**src/rtl/late_parity_pkg.sv**
```systemverilog
`timescale 1ns/1ps
package late_parity_pkg;

    localparam int LP_CHANNELS = 2;
    localparam int LP_WORD_W   = 14;
    localparam int LP_MAX_LAG  = 2;

    // Positions that do not take part in the parity sum.
    localparam logic [LP_WORD_W-1:0] LP_SKIP_MASK = 14'b00_0000_0100_1001;

    typedef enum logic {
        LAG_SOLO    = 1'b0,
        LAG_CASCADE = 1'b1
    } lag_mode_e;

    typedef struct packed {
        logic ppo;
        logic err_n;
        logic hold;
    } flag_state_t;

    localparam flag_state_t FLAG_RESET = '{ppo: 1'b0, err_n: 1'b1, hold: 1'b0};

endpackage

```
**src/rtl/lp_align.sv**
```systemverilog
`timescale 1ns/1ps
module lp_align
    import late_parity_pkg::*;
#(
    parameter int WORD_W  = LP_WORD_W,
    parameter int MAX_LAG = LP_MAX_LAG
) (
    input  logic              clk,
    input  logic              rst,
    input  lag_mode_e         mode,
    input  logic [WORD_W-1:0] din,
    output logic [WORD_W-1:0] dout
);

    localparam int SEL_W = (MAX_LAG > 1) ? $clog2(MAX_LAG) : 1;

    logic [MAX_LAG-1:0][WORD_W-1:0] taps;
    logic [SEL_W-1:0]               tap_sel;

    always_ff @(posedge clk) begin
        if (rst) begin
            taps <= '0;
        end else begin
            taps[0] <= din;
            for (int s = 1; s < MAX_LAG; s++) begin
                taps[s] <= taps[s-1];
            end
        end
    end

    always_comb begin
        tap_sel = (mode == LAG_CASCADE) ? SEL_W'(MAX_LAG - 1) : '0;
        dout    = taps[tap_sel];
    end

endmodule

```
**config.mk**
```make
export PLATFORM = sky130hd
export DESIGN_NAME = lp_align
export DESIGN_NICKNAME = d
export VERILOG_FILES = /design/src/rtl/late_parity_pkg.sv /design/src/rtl/lp_align.sv
export SDC_FILE = /design/constraint.sdc
export NUM_CORES = 1
export LEC_CHECK = 0
export BUFFER_PORTS_ARGS = -buffer_cell sky130_fd_sc_hd__buf_4
export CAP_MARGIN = 15
export CORE_ASPECT_RATIO = 1.1
export CORE_UTILIZATION = 47
export CTS_CLUSTER_DIAMETER = 40
export DETAILED_ROUTE_END_ITERATION = 12
export MAX_ROUTING_LAYER = met4
export PLACE_DENSITY_LB_ADDON = 0.1
export SYNTH_ARGS = -nofsm -noshare
export SYNTH_HDL_FRONTEND = slang
export SYNTH_SLANG_ARGS = --single-unit
```
**constraint.sdc**
```tcl
create_clock -name clk -period 0.8 [get_ports clk]
set_input_delay 0.04 -clock clk [delete_from_list [all_inputs] [get_ports clk]]
set_output_delay 0.04 -clock clk [all_outputs]
set_load 0.05 [all_outputs]
```
; After elaboration in Yosys (flattened, before gate mapping)
; Cells that the tools add are included.
; W data, S select, Z words.
[op_classes]
magnitude_cmp = 1
muxes = 3
[ops]
columns = operator, n
row1 = $mux W14, 2
row2 = $lt A1 B2 Y1 const B, 1
row3 = $mux W1, 1
[word_totals]
ff_bits = 28
in_bits = 17
output_inout_bits = 14
elab_cells = 6

; Depth between registers and ports, before layout
; Gate-level depths: netlist of the first run.
[logic_depth]
word_depth = 3
mapped_depth = 2
ltp_nobuf = 1

; Least setup slack after synthesis of the first run
; OpenSTA, ideal clock, no wires.
[synth_timing]
kind = reg-to-output
startpoint = reg taps[0] in the netlist's numbering
endpoint = out dout[0]
arrival_time_ps = 656
setup_slack_ps = 104
stages_incl_launch_ff = 2
n_path_buf = 0
path_cell_list = dfxtp_1 mux2_2
[synth_via]
elab_chain_len = 2
[synth_lines]
columns = element, line
row1 = start: declaration, lp_align.sv:17  ; logic [MAX_LAG-1:0][WORD_W-1:0] taps;
row2 = start signal: indexed assignment, lp_align.sv:26  ; taps[s] <= taps[s-1];
row3 = $mux W14 (implied by the code) (2 in series), lp_align.sv:33  ; dout = taps[tap_sel];
row4 = end: declaration, lp_align.sv:12  ; output logic [WORD_W-1:0] dout
; Every way passes these cells. The select of a mux whose other input is x is not followed.

; Worst setup path after layout of the first run
[layout_timing]
startpoint = reg taps[7] in the netlist's numbering
endpoint = out dout[7]
; Same word-level chain as after synthesis.

==> impl_summary.md, run 1 <==
Outcome
The run finished, with violations left. The checks that failed: design-rule violations, negative setup slack.

Yosys
The sequential fraction of the synthesis area is 61.3%. The synthesized netlist devotes 0% of its cell area to compound gates. The summed instance area of the synthesized netlist is 915 um2.

In this run the mean area of a mapped cell was 12.5 um2. Counting flops and latches in the post-synthesis netlist gives 28. After Yosys synthesis, and, or, nand and nor cells account for 19.2% of the synthesized area. The multiplexer share of the synthesized area is 17.2%.

The synthesized net count is 90. After synthesis, the largest family of logic cells by area is simple AND/OR/NAND/NOR gates. Synthesis produced 73 cells. Synthesis instantiated 5 different standard cells from the library. The XOR/XNOR share of the synthesized area is 0%. After Yosys synthesis, full adders, half adders and majority gates account for 0% of the synthesized area. For this run, the number of Yosys warnings is 0.

Critical path
STA classifies the critical path startpoint as a register. For the worst flop-to-flop path, the logic depth is 1. The most critical setup path has its endpoint at dout[7]. On the critical path, the stage with the largest delay is an instance of sky130_fd_sc_hd__dfxtp_2. The worst register-to-register path has a setup slack of 230 ps. Traced cell by cell, the critical path runs through mux2_4, buf_8. The launch instance of the worst register-to-register path is taps[7]. STA puts the critical path data required time at 760 ps. Data arrives at the worst endpoint at 1080 ps. The peak per-stage delay on the critical path is 340 ps. The kind of cell adding the most delay to the critical path is flip-flops. Along the worst path, the maximum fanout reaches 2. Tracing the worst setup path back leads to its startpoint at taps[7].

The sort of element at the end of the critical path is an output port. The critical path crosses 2 cells after its start point. The setup path with the least slack is of type register to output port. The endpoint of the worst register-to-register path is taps[21]. Counting both buffers and inverters, the worst setup path holds a total of 1.

STA
The post-route setup TNS is -4400 ps. The worst path uses 141% of the clock period. Static timing analysis puts the maximum clock frequency at 0.889 GHz.

The clock tree skew after final layout is 1.12 ps. Setup violations remaining at the end of the flow were counted as 14. The relative max-transition margin is 81.6%. The number of failing hold endpoints at the final stage came to 0. The max-slew violation count is 0. Setup repair after global routing could not meet its margin everywhere. After layout, the worst setup slack is -324 ps. At the pin with the least slew margin, the transition time is 275 ps. The clock period minus final worst setup slack is 1120 ps.

Worst hold path
The worst hold path startpoint is rst. The min-delay analysis places its worst path in the category primary input to register.

Floorplan
The region available for standard cell placement spans 1800 um2. The count of boundary I/O pins is 31. In this run the core area contains 16 standard-cell rows.

From bottom edge to top edge, the die measures 48.3 um. The horizontal die dimension is 44.1 um. For this configuration, the core starts out at a cell density of 50.8%. The die covers 2130 um2.

Cells and area
The largest registers in the layout are taps x28. The count of antenna diodes in the layout is 0. The area overhead of the layout relative to synthesis is 58.5%.

The proportion of layout cells with a drive suffix above 1 is 49.2%. The number of flip-flops in the largest register is 28. Summing all non-filler instances in the final layout gives an area of 1450 um2. The total number of nets in the final design is 136. The register ranked first by flip-flop count is taps. The number of standard cells in the final layout excluding fillers is between 100 and 150.

Clock network
The clock insertion delay at the later pin of the skew report is 310 ps. The buffer type at the clock tree root is sky130_fd_sc_hd__clkbuf_4. The largest buffer count on any clock path is 2.

The clock-pin transition on the worst setup and hold timing paths is 140 ps. CTS built an H-tree with a depth of 1. The number of sinks driven by the clock tree is 28. The CTS buffer count is 3. After clock tree synthesis, the setup repair step added 0 buffers. The TritonCTS clock tree is done.

Global routing
The largest net degree at the start of global routing is 29. The global router's overall resource usage is 16.0%. The wire length of the first global-routing pass is roughly 2300 um.

The leftover overflow at the end of global routing is 0. The initial antenna violation count is 0. The via count of the first global-routing pass was 564.

Place
The total cell area at the placement stage is 1140 um2. The HPWL after detailed placement is 914 um. The quantity of I/O buffers inserted on ports is 30.

Once placement completed, the tool counted placed cells totaling 118. The weighted congestion reported at the end of routability-driven placement is between 0.6 and 0.7.

Detailed routing
Summed over all layers, the routed wires come to 1670 um. After detailed routing, the average wire length per cell comes to 12.3 um. The count of nets left with antenna violations once routing finished came out at 0. The count of vias placed by the detailed router is between 600 and 700.

In the routed layout, each cell is associated on average with a via count of between 4 and 5. For this run, the detailed router's first-pass iteration total came to 9. The violation count after the first detailed-routing iteration is 9. The post-detailed-route DRC marker count is 1.

Pwr
The total power density per cell area is around 1900 nW/um2. The completed layout was analyzed and its total power is 0.00270 W. In this run the static leakage power is around 0.65 nW. The highest ir drop seen on vdd is 1.40 mV.

Run
Max-cap violations in this run came to 0.
-- layout by cell type, fill, tap and decap left out --
master,n
sky130_fd_sc_hd__buf_6,5
sky130_fd_sc_hd__dfxtp_2,10
sky130_fd_sc_hd__clkbuf_4,3
sky130_fd_sc_hd__buf_4,16
sky130_fd_sc_hd__nor2b_1,28
sky130_fd_sc_hd__mux2_2,5
sky130_fd_sc_hd__mux2_4,9
sky130_fd_sc_hd__clkbuf_8,1
sky130_fd_sc_hd__buf_8,9
sky130_fd_sc_hd__dfxtp_1,18
sky130_fd_sc_hd__dlygate4sd3_1,14
-- cells by family (layout without fill, tap and decap cells) --
logic type             count (synthesis)  in the layout
buffers and inverters                  3             48
flip-flops                            28             28
multiplexers                          14             14
AND/OR/NAND/NOR                       28             28
-- where the power goes --
part / total [W] / switching (W) / leakage, nW / internal, W
combinational: 0.000556 / 0.000267 / 0.391 / 0.000289
sequential: 0.00149 / 0.0000230 / 0.234 / 0.00146
clock: 0.000660 / 0.000382 / 0.0210 / 0.000278
-- routing by layer --
layer	vias to the layer above	wire [um]	track usage, %
met5	-	0	-
met4	0	15	10.9
met3	2	62	4.44
met2	17	839	24.4
met1	294	751	18.5
li1	320	-	-
-- worst min-delay path by stage --
stage               endpoint  cells past startpoint
floorplan           taps[12]                      1
global placement     taps[3]                      2
detailed placement  taps[11]                      2
CTS                  taps[4]                      2
global route        taps[13]                      2
finish               taps[4]                      2
-- cells in the mapped netlist --
library cell | number | area, um2
sky130_fd_sc_hd__dfxtp_1 | 28 | 561
sky130_fd_sc_hd__nor2b_1 | 28 | 175
sky130_fd_sc_hd__mux2_2 | 14 | 158
sky130_fd_sc_hd__buf_2 | 2 | 10.0
sky130_fd_sc_hd__buf_6 | 1 | 11.3
-- cell type report --
cell class                      instances  area (um2)
Clock buffer                            4        36.3
Sequential cell                        28         573
Tap cell                               18        22.5
Timing Repair Buffer                   44         452
Multi-Input combinational cell         42         367
Fill cell                             110         352
-- timing repair --
action,4_1_cts,5_1_grt
endpoints found under the setup margin,14,14
gates resized for setup,14,28
endpoints found under the hold margin,14,0
hold buffers,14,0
-- through the flow --
step / util, % / worst slack [ps] / hold slack, ps
2_1_floorplan: - / 104 / 112
3_3_place_gp: 63.3 / -44.3 / 250
3_5_place_dp: 63.3 / -49.3 / 255
4_1_cts: 76.0 / -326 / 64.5
5_1_grt: 80.5 / -377 / 61.4
6_report: 80.5 / -324 / 74.1
No activity file was read; power rests on OpenSTA's default activity.
==> run 2, diff against run 1 <==
- CELL_PAD_IN_SITES_DETAIL_PLACEMENT: unset -> 0
- CELL_PAD_IN_SITES_GLOBAL_PLACEMENT: unset -> 1
- CORE_UTILIZATION: 47 -> 36
==> run 2 against run 1 <==
  * The flow finishes with violations (negative setup slack)
  * Sequential power is essentially flat
  * Worst hold slack gained 14 ps
  * First-iteration DRC count shrank 89%
  * Critical path depth is the same
  * Sequential share of layout area grew 0.54 points
  * Non-clock buffer count is the same
  * Count of clock-buffer cells in the layout shrank 1
  * Global-route usage shrank 4.1 points
  * Largest power group unchanged
==> impl_summary.md, run 2 (same netlist as run 1, synthesis figures left out) <==
Floorplan
The area of the placeable core is 2320 um2. Measured along the x axis, the die boundary spans 50.1 um. The die footprint is approximately 2700 um2.

In this run the core area contains 18 standard-cell rows. The floorplan step set the die height to between 50 and 60 um. During I/O placement, the number of pins put on the boundary was 31. The initial standard-cell utilization of the core is 39.4%.

Cells and area
After the last flow step, the layout net total stands at 136. In the final layout, the share of cells above drive strength 1 is 41.0%. The largest registers in the layout are taps x28.

The register ranked first by flip-flop count is taps. The number of standard cells in the final layout excluding fillers is 147. The number of flip-flops in the largest register is 28. The top cell types in the final layout, fill and taps aside, are sky130_fd_sc_hd__nor2b_1, sky130_fd_sc_hd__dfxtp_1, sky130_fd_sc_hd__buf_4. The area growth from synthesis to layout is 53.4%. 0 antenna diodes ended up in the layout. The library cell used most frequently in the layout, excluding fill and tap cells, is sky130_fd_sc_hd__nor2b_1.

Global routing
The initial antenna violation count is 0. The first global-routing pass estimated 2350 um of wire. The largest net degree at the start of global routing is 29. Global routing consumed, over all layers together, 11.9% of the routing resources.

The via count of the first global-routing pass was approximately 570. After global routing the overflow that remains totals 0.

STA
The fraction of the cycle the final worst path needs is 137%. The relative max-transition margin is between 80% and 90%. The final count of negative-setup-slack endpoints is 14. For the pin with the worst max-slew slack, the measured transition is 268 ps. The number of failing hold endpoints at the final stage is 0. Setup repair after global routing could not meet its margin everywhere.

The max-slew violation count came to 0. The post-route setup TNS is -4050 ps. Subtracting the final worst setup slack from the clock period gives roughly 1100 ps. The highest clock rate is roughly 0.91 GHz. The smallest setup slack after layout is -300 ps.

For the final database, setup skew stands at 0.582 ps.

Clock network
CTS saw 28 sinks. The clock passes through at most 2 buffers. The number of setup buffers added after CTS is 0. CTS built an H-tree with a depth of 1. After clock tree synthesis, the clock-pin slew on the worst setup and hold paths is around 130 ps. In this run, CTS created clock tree buffers numbering 3. The TritonCTS clock tree is done. The tree is rooted in a sky130_fd_sc_hd__clkbuf_4. For the worst-skew pair, the clock arrives at the later sink with an insertion delay of 300 ps.

Detailed routing
The remaining number of nets flagged by the antenna check after routing is 0. In the final routed layout, each cell accounts on average for a little under 10 um. For this block, the initial DRC count from the detailed router was 1. The count of vias placed by the detailed router is slightly above 600.

After detailed routing, the number of remaining DRC violations is 0. In the routed layout, each cell is associated on average with a via count of about 4.2. The pre-antenna-repair detailed-routing pass consisted of 2 iterations. The total length of routed wires is 1460 um.

Critical path
The critical path goes through mux2_2, buf_6. The kind of cell with the highest combined delay along the critical path is flip-flops. The peak per-stage delay on the critical path is 340 ps. The worst setup path is of the register to output port kind. The worst register-to-register path begins at taps[12]. The worst register-to-register path ends at taps[26].

The number of cells on the worst reg-to-reg path is 1. The path length in cells of the critical path is 2. The kind of launch point of the worst setup path is a register. The worst register-to-register path has a setup slack of around 240 ps. The data arrival time of the critical path is 1060 ps. The total buffers and inverters traversed by the critical path is 1. In this run the worst path has a maximum fanout of 2. At the worst endpoint, the required time is 760 ps. The beginning of the critical path is taps[12]. The critical path's slowest cell is sky130_fd_sc_hd__dfxtp_2. In this run the worst setup path terminates at dout[12].

STA classifies the critical path endpoint as an output port.

Outcome
The flow ran to the end, but the final reports show violations. The final reports fail on negative setup slack.

Pwr
The highest ir drop seen on vdd is 1.19 mV. The static leakage power is 0.615 nW. The total power is 0.00253 W. For this design the ratio of total power to cell area is 1800 nW/um2.

Place
In this run the tool buffered the top-level ports with 30 buffer cells. The weighted congestion reported at the end of routability-driven placement is 0.552. Including well taps, the total number of placed cells is 130.

Worst hold path
The type of the most critical hold path is primary input to register.

Run
Max-cap violations in this run came to 0.
## run 2: changes by cell type in the layout (fill, tap and decap cells not counted), sizes merged
cell / previous run / this run
clkbuf: 4 / 3
## run 2: what timing repair did
action                                 4_1_cts  5_1_grt
hold buffers                                14        0
endpoints found under the hold margin       14        0
setup endpoints to repair                   14       14
pin swaps                                    0        0
resized for setup                           22        1
gates cloned                                 0        0
## run 2: cell type report
type / instances / area (um2)
clock buffers: 3 / 22.5
multi-input cells: 42 / 348
well taps: 30 / 37.5
repair buffers: 44 / 433
flip-flops and latches: 28 / 562
fillers: 196 / 917
## run 2: worst min path at each step
stage | endpoint | from | slack, ps | depth (start not counted)
finish | taps[2] | rst | 90 | 2
CTS | taps[22] | rst | 90 | 2
detailed placement | taps[2] | din[2] | 260 | 2
floorplan | taps[12] | rst | 110 | 1
global placement | taps[10] | din[10] | 250 | 2
global route | taps[12] | rst | 90 | 2
## run 2: metal layers
metal / routed length, um / vias up / part of all wire (%) / GRT usage (%)
li1: - / 320 / - / -
met4: 15 / 0 / 1.0 / 4.29
met1: 670 / 279 / 46 / 13.6
met3: 62 / 2 / 4.3 / 2.50
met2: 707 / 17 / 49 / 20.7
met5: 0 / - / 0 / -
## run 2: power breakdown
part	internal, W	switching, W	leakage (nW)
Sequential	0.00146	0.0000214	0.232
Combinational	0.000267	0.000257	0.370
Clock	0.000175	0.000348	0.0138
## run 2: per-stage QoR
stage / cell area, um2 / hold slack, ps / utilization [%] / worst slack [ps]
final: 1400 / 88.2 / 60.5 / -300
after global routing: 1400 / 86.7 / 60.5 / -355
after CTS: 1400 / 87.7 / 60.4 / -311
after detailed placement: 1160 / 255 / 49.8 / -48.4
after global placement: 1160 / 250 / 49.8 / -50.6
after floorplan: 915 / 112 / - / 104
==> run 3, diff against run 2 <==
- SETUP_SLACK_MARGIN: unset -> 0.3
==> run 3 against run 2 <==
  * The run ends with negative hold slack, negative setup slack left
  * Critical path depth did not move
  * Power fell by 0.51%
  * Clock skew barely moved
  * Worst hold slack got worse by 160 ps
  * Cell count fell by 9.5%
  * Core utilization fell by 2.8 points
  * Non-clock buffer count fell by 14
  * Critical path type unchanged
  * Largest cell class unchanged
==> impl_summary.md, run 3 (same netlist as run 1, synthesis figures left out) <==
Clock network
The clock net in this run drives a total of 28 sinks. The largest buffer count on any clock path is 2. The clock insertion delay at the later pin of the skew report is 310 ps.

The CTS buffer count is 3. The clock-pin transition on the worst setup and hold timing paths is 130 ps. TritonCTS built the clock tree. The deepest level of the CTS H-tree is 1. Clock tree synthesis selected as its root buffer the cell sky130_fd_sc_hd__clkbuf_4.

Critical path
Counting both buffers and inverters, the worst setup path holds a total of 1. The startpoint identified for the worst register-to-register timing path is taps[12]. Among cell families on the critical path, the largest total delay comes from flip-flops. Walking the worst path, the cells encountered are mux2_4, buf_6. The largest single stage delay on the critical path is 340 ps. The critical path's slowest cell is sky130_fd_sc_hd__dfxtp_2. The sort of element at the end of the critical path is an output port. STA puts the critical path data required time at 760 ps. STA classifies the critical path startpoint as a register.

The data arrival time of the critical path is 1070 ps. The flop-to-flop setup slack is 240 ps. The worst-path maximum fanout is 2.

The category of the most critical setup path is register to output port. In this run the worst setup path begins at taps[10].

STA
The final worst hold slack is -69.4 ps. The number of failing hold endpoints at the final stage is 14. The worst pin sits at a relative slew slack of 75.5%. Clock skew on the completed layout was measured at 0.558 ps.

Setup violations remaining at the end of the flow were counted as 14. Once routing completed, OpenROAD measured the worst setup slack at -310 ps. The clock period minus final worst setup slack is 1110 ps. The post-route setup TNS is -4210 ps. The max-slew violation count is 0. Setup repair after global routing could not meet its margin everywhere.

Based on the critical path, the design can be clocked at up to approximately 0.9 GHz. The worst path uses 139% of the clock period. At the pin with the least slew margin, the transition time is 368 ps.

Pwr
The switching power share of the total is 25.1%. The internal power component is 0.00188 W. The static leakage power is 0.601 nW. The power spent charging and discharging nets is between 0.0006 and 0.0007 W.

Combinational logic burns about a fifth of the power. Sequential cells account for ~59% of the total power. The clock share of power is 21.1%. Dividing total power by cell area gives a power density of ~1900 nW/um2. The highest ir drop seen on vdd is 1.29 mV.

Floorplan
The die covers 2750 um2. The number of placement rows is 18. Once the floorplan was initialized, standard cells occupied between 30% and 40% of the core. The height of the die is between 50 and 60 um. The horizontal die dimension is 50.1 um. 31 I/O pins were placed. The area of the placeable core is 2320 um2.

Cells and area
The top cell types in the final layout, fill and taps aside, are sky130_fd_sc_hd__nor2b_1, sky130_fd_sc_hd__dfxtp_1, sky130_fd_sc_hd__buf_4. The register ranked first by flip-flop count is taps. Once layout is done, the placed cells without fillers occupy 1340 um2. The number of flip-flops in the largest register is 28. The area overhead of the layout relative to synthesis is 46.4%. The finished layout holds about 130 standard cells, fillers aside.

The largest registers in the layout are taps x28. Leaving out fill and tap cells, the most frequent cell in the layout is sky130_fd_sc_hd__nor2b_1. In the final design database the tool counted 122 nets.

The count of antenna diodes in the layout is 0. The proportion of layout cells with a drive suffix above 1 is 59.2%. Cells fill between 50% and 60% of the core in the end.

Worst hold path
The startpoint identified for the worst hold timing path is din[13]. The type of the most critical hold path is primary input to register.

Detailed routing
The first detailed-routing pass ran for 2 iterations. After detailed routing, the number of remaining DRC violations is 0. The detail route stage leaves a number of antenna-violating nets equal to 0. The routed layout has 581 vias. In the routed layout, each cell is associated on average with a via count of 4.37. For this block, the routed nets add up to 1340 um of wire. The first routing iteration left 2 violations. After detailed routing, the average wire length per cell comes to ~10 um.

Global routing
The leftover overflow at the end of global routing is 0. Entering global routing, the biggest net connects 29 pins. The initial antenna violation count is 0. The global router's overall resource usage is about 12%. The first global-routing pass estimated 2310 um of wire. The via count of the first global-routing pass came to between 500 and 600.

Run
The number of max-cap violations is 0.

Outcome
The checks that failed: negative hold slack, negative setup slack. The run finished, with violations left.

Place
The congestion estimate from routability-driven global placement came to 0.574. The quantity of I/O buffers inserted on ports is 30. Counting tap cells, the placed design contains a total of 130 instances. Once placement finished, the instance area stood at 1210 um2.
==> run 3: worst paths after layout <==
kind,end,depth (start not counted)
setup reg to reg,taps[26],1
hold reg to reg,taps[25],1
hold / removal,taps[13],2
setup / recovery,dout[10],2
==> run 3: power groups by stage <==
stage	sequential [W]	clock (W)	combinational (W)
6_report	0.00149	0.000530	0.000499
2_1_floorplan	0.00151	0	0.000315
5_1_grt	0.00150	0.000632	0.000529
3_5_place_dp	0.00151	0	0.000449
4_1_cts	0.00148	0.000572	0.000486
3_3_place_gp	0.00151	0	0.000446
==> run 3: layer usage <==
metal / up-vias / share of wire (%) / GRT usage, %
met5: - / 0 / -
met4: 0 / 1.3 / 7.14
met3: 2 / 4.1 / 3.33
met2: 18 / 51 / 19.6
met1: 268 / 43 / 13.7
li1: 293 / - / -
==> run 3: layout make-up <==
class | instances | area (um2)
well taps | 30 | 37.5
repair buffers | 30 | 278
clock buffers | 3 | 22.5
fillers | 210 | 981
multi-input cells | 42 | 430
flip-flops and latches | 28 | 571
==> run 3: metrics by stage <==
stage               power [W]  setup slack [ps]
finish                0.00252              -310
global route          0.00266              -367
CTS                   0.00254              -324
detailed placement    0.00196             -71.2
global placement      0.00196             -75.2
floorplan             0.00182               132
==> run 3: timing repair <==
item / 4_1_cts / 5_1_grt
setup buffers: 0 / 0
gates resized for setup: 14 / 15
cloned: 0 / 0
endpoints found under the hold margin: 14 / 14
setup endpoints to repair: 28 / 28
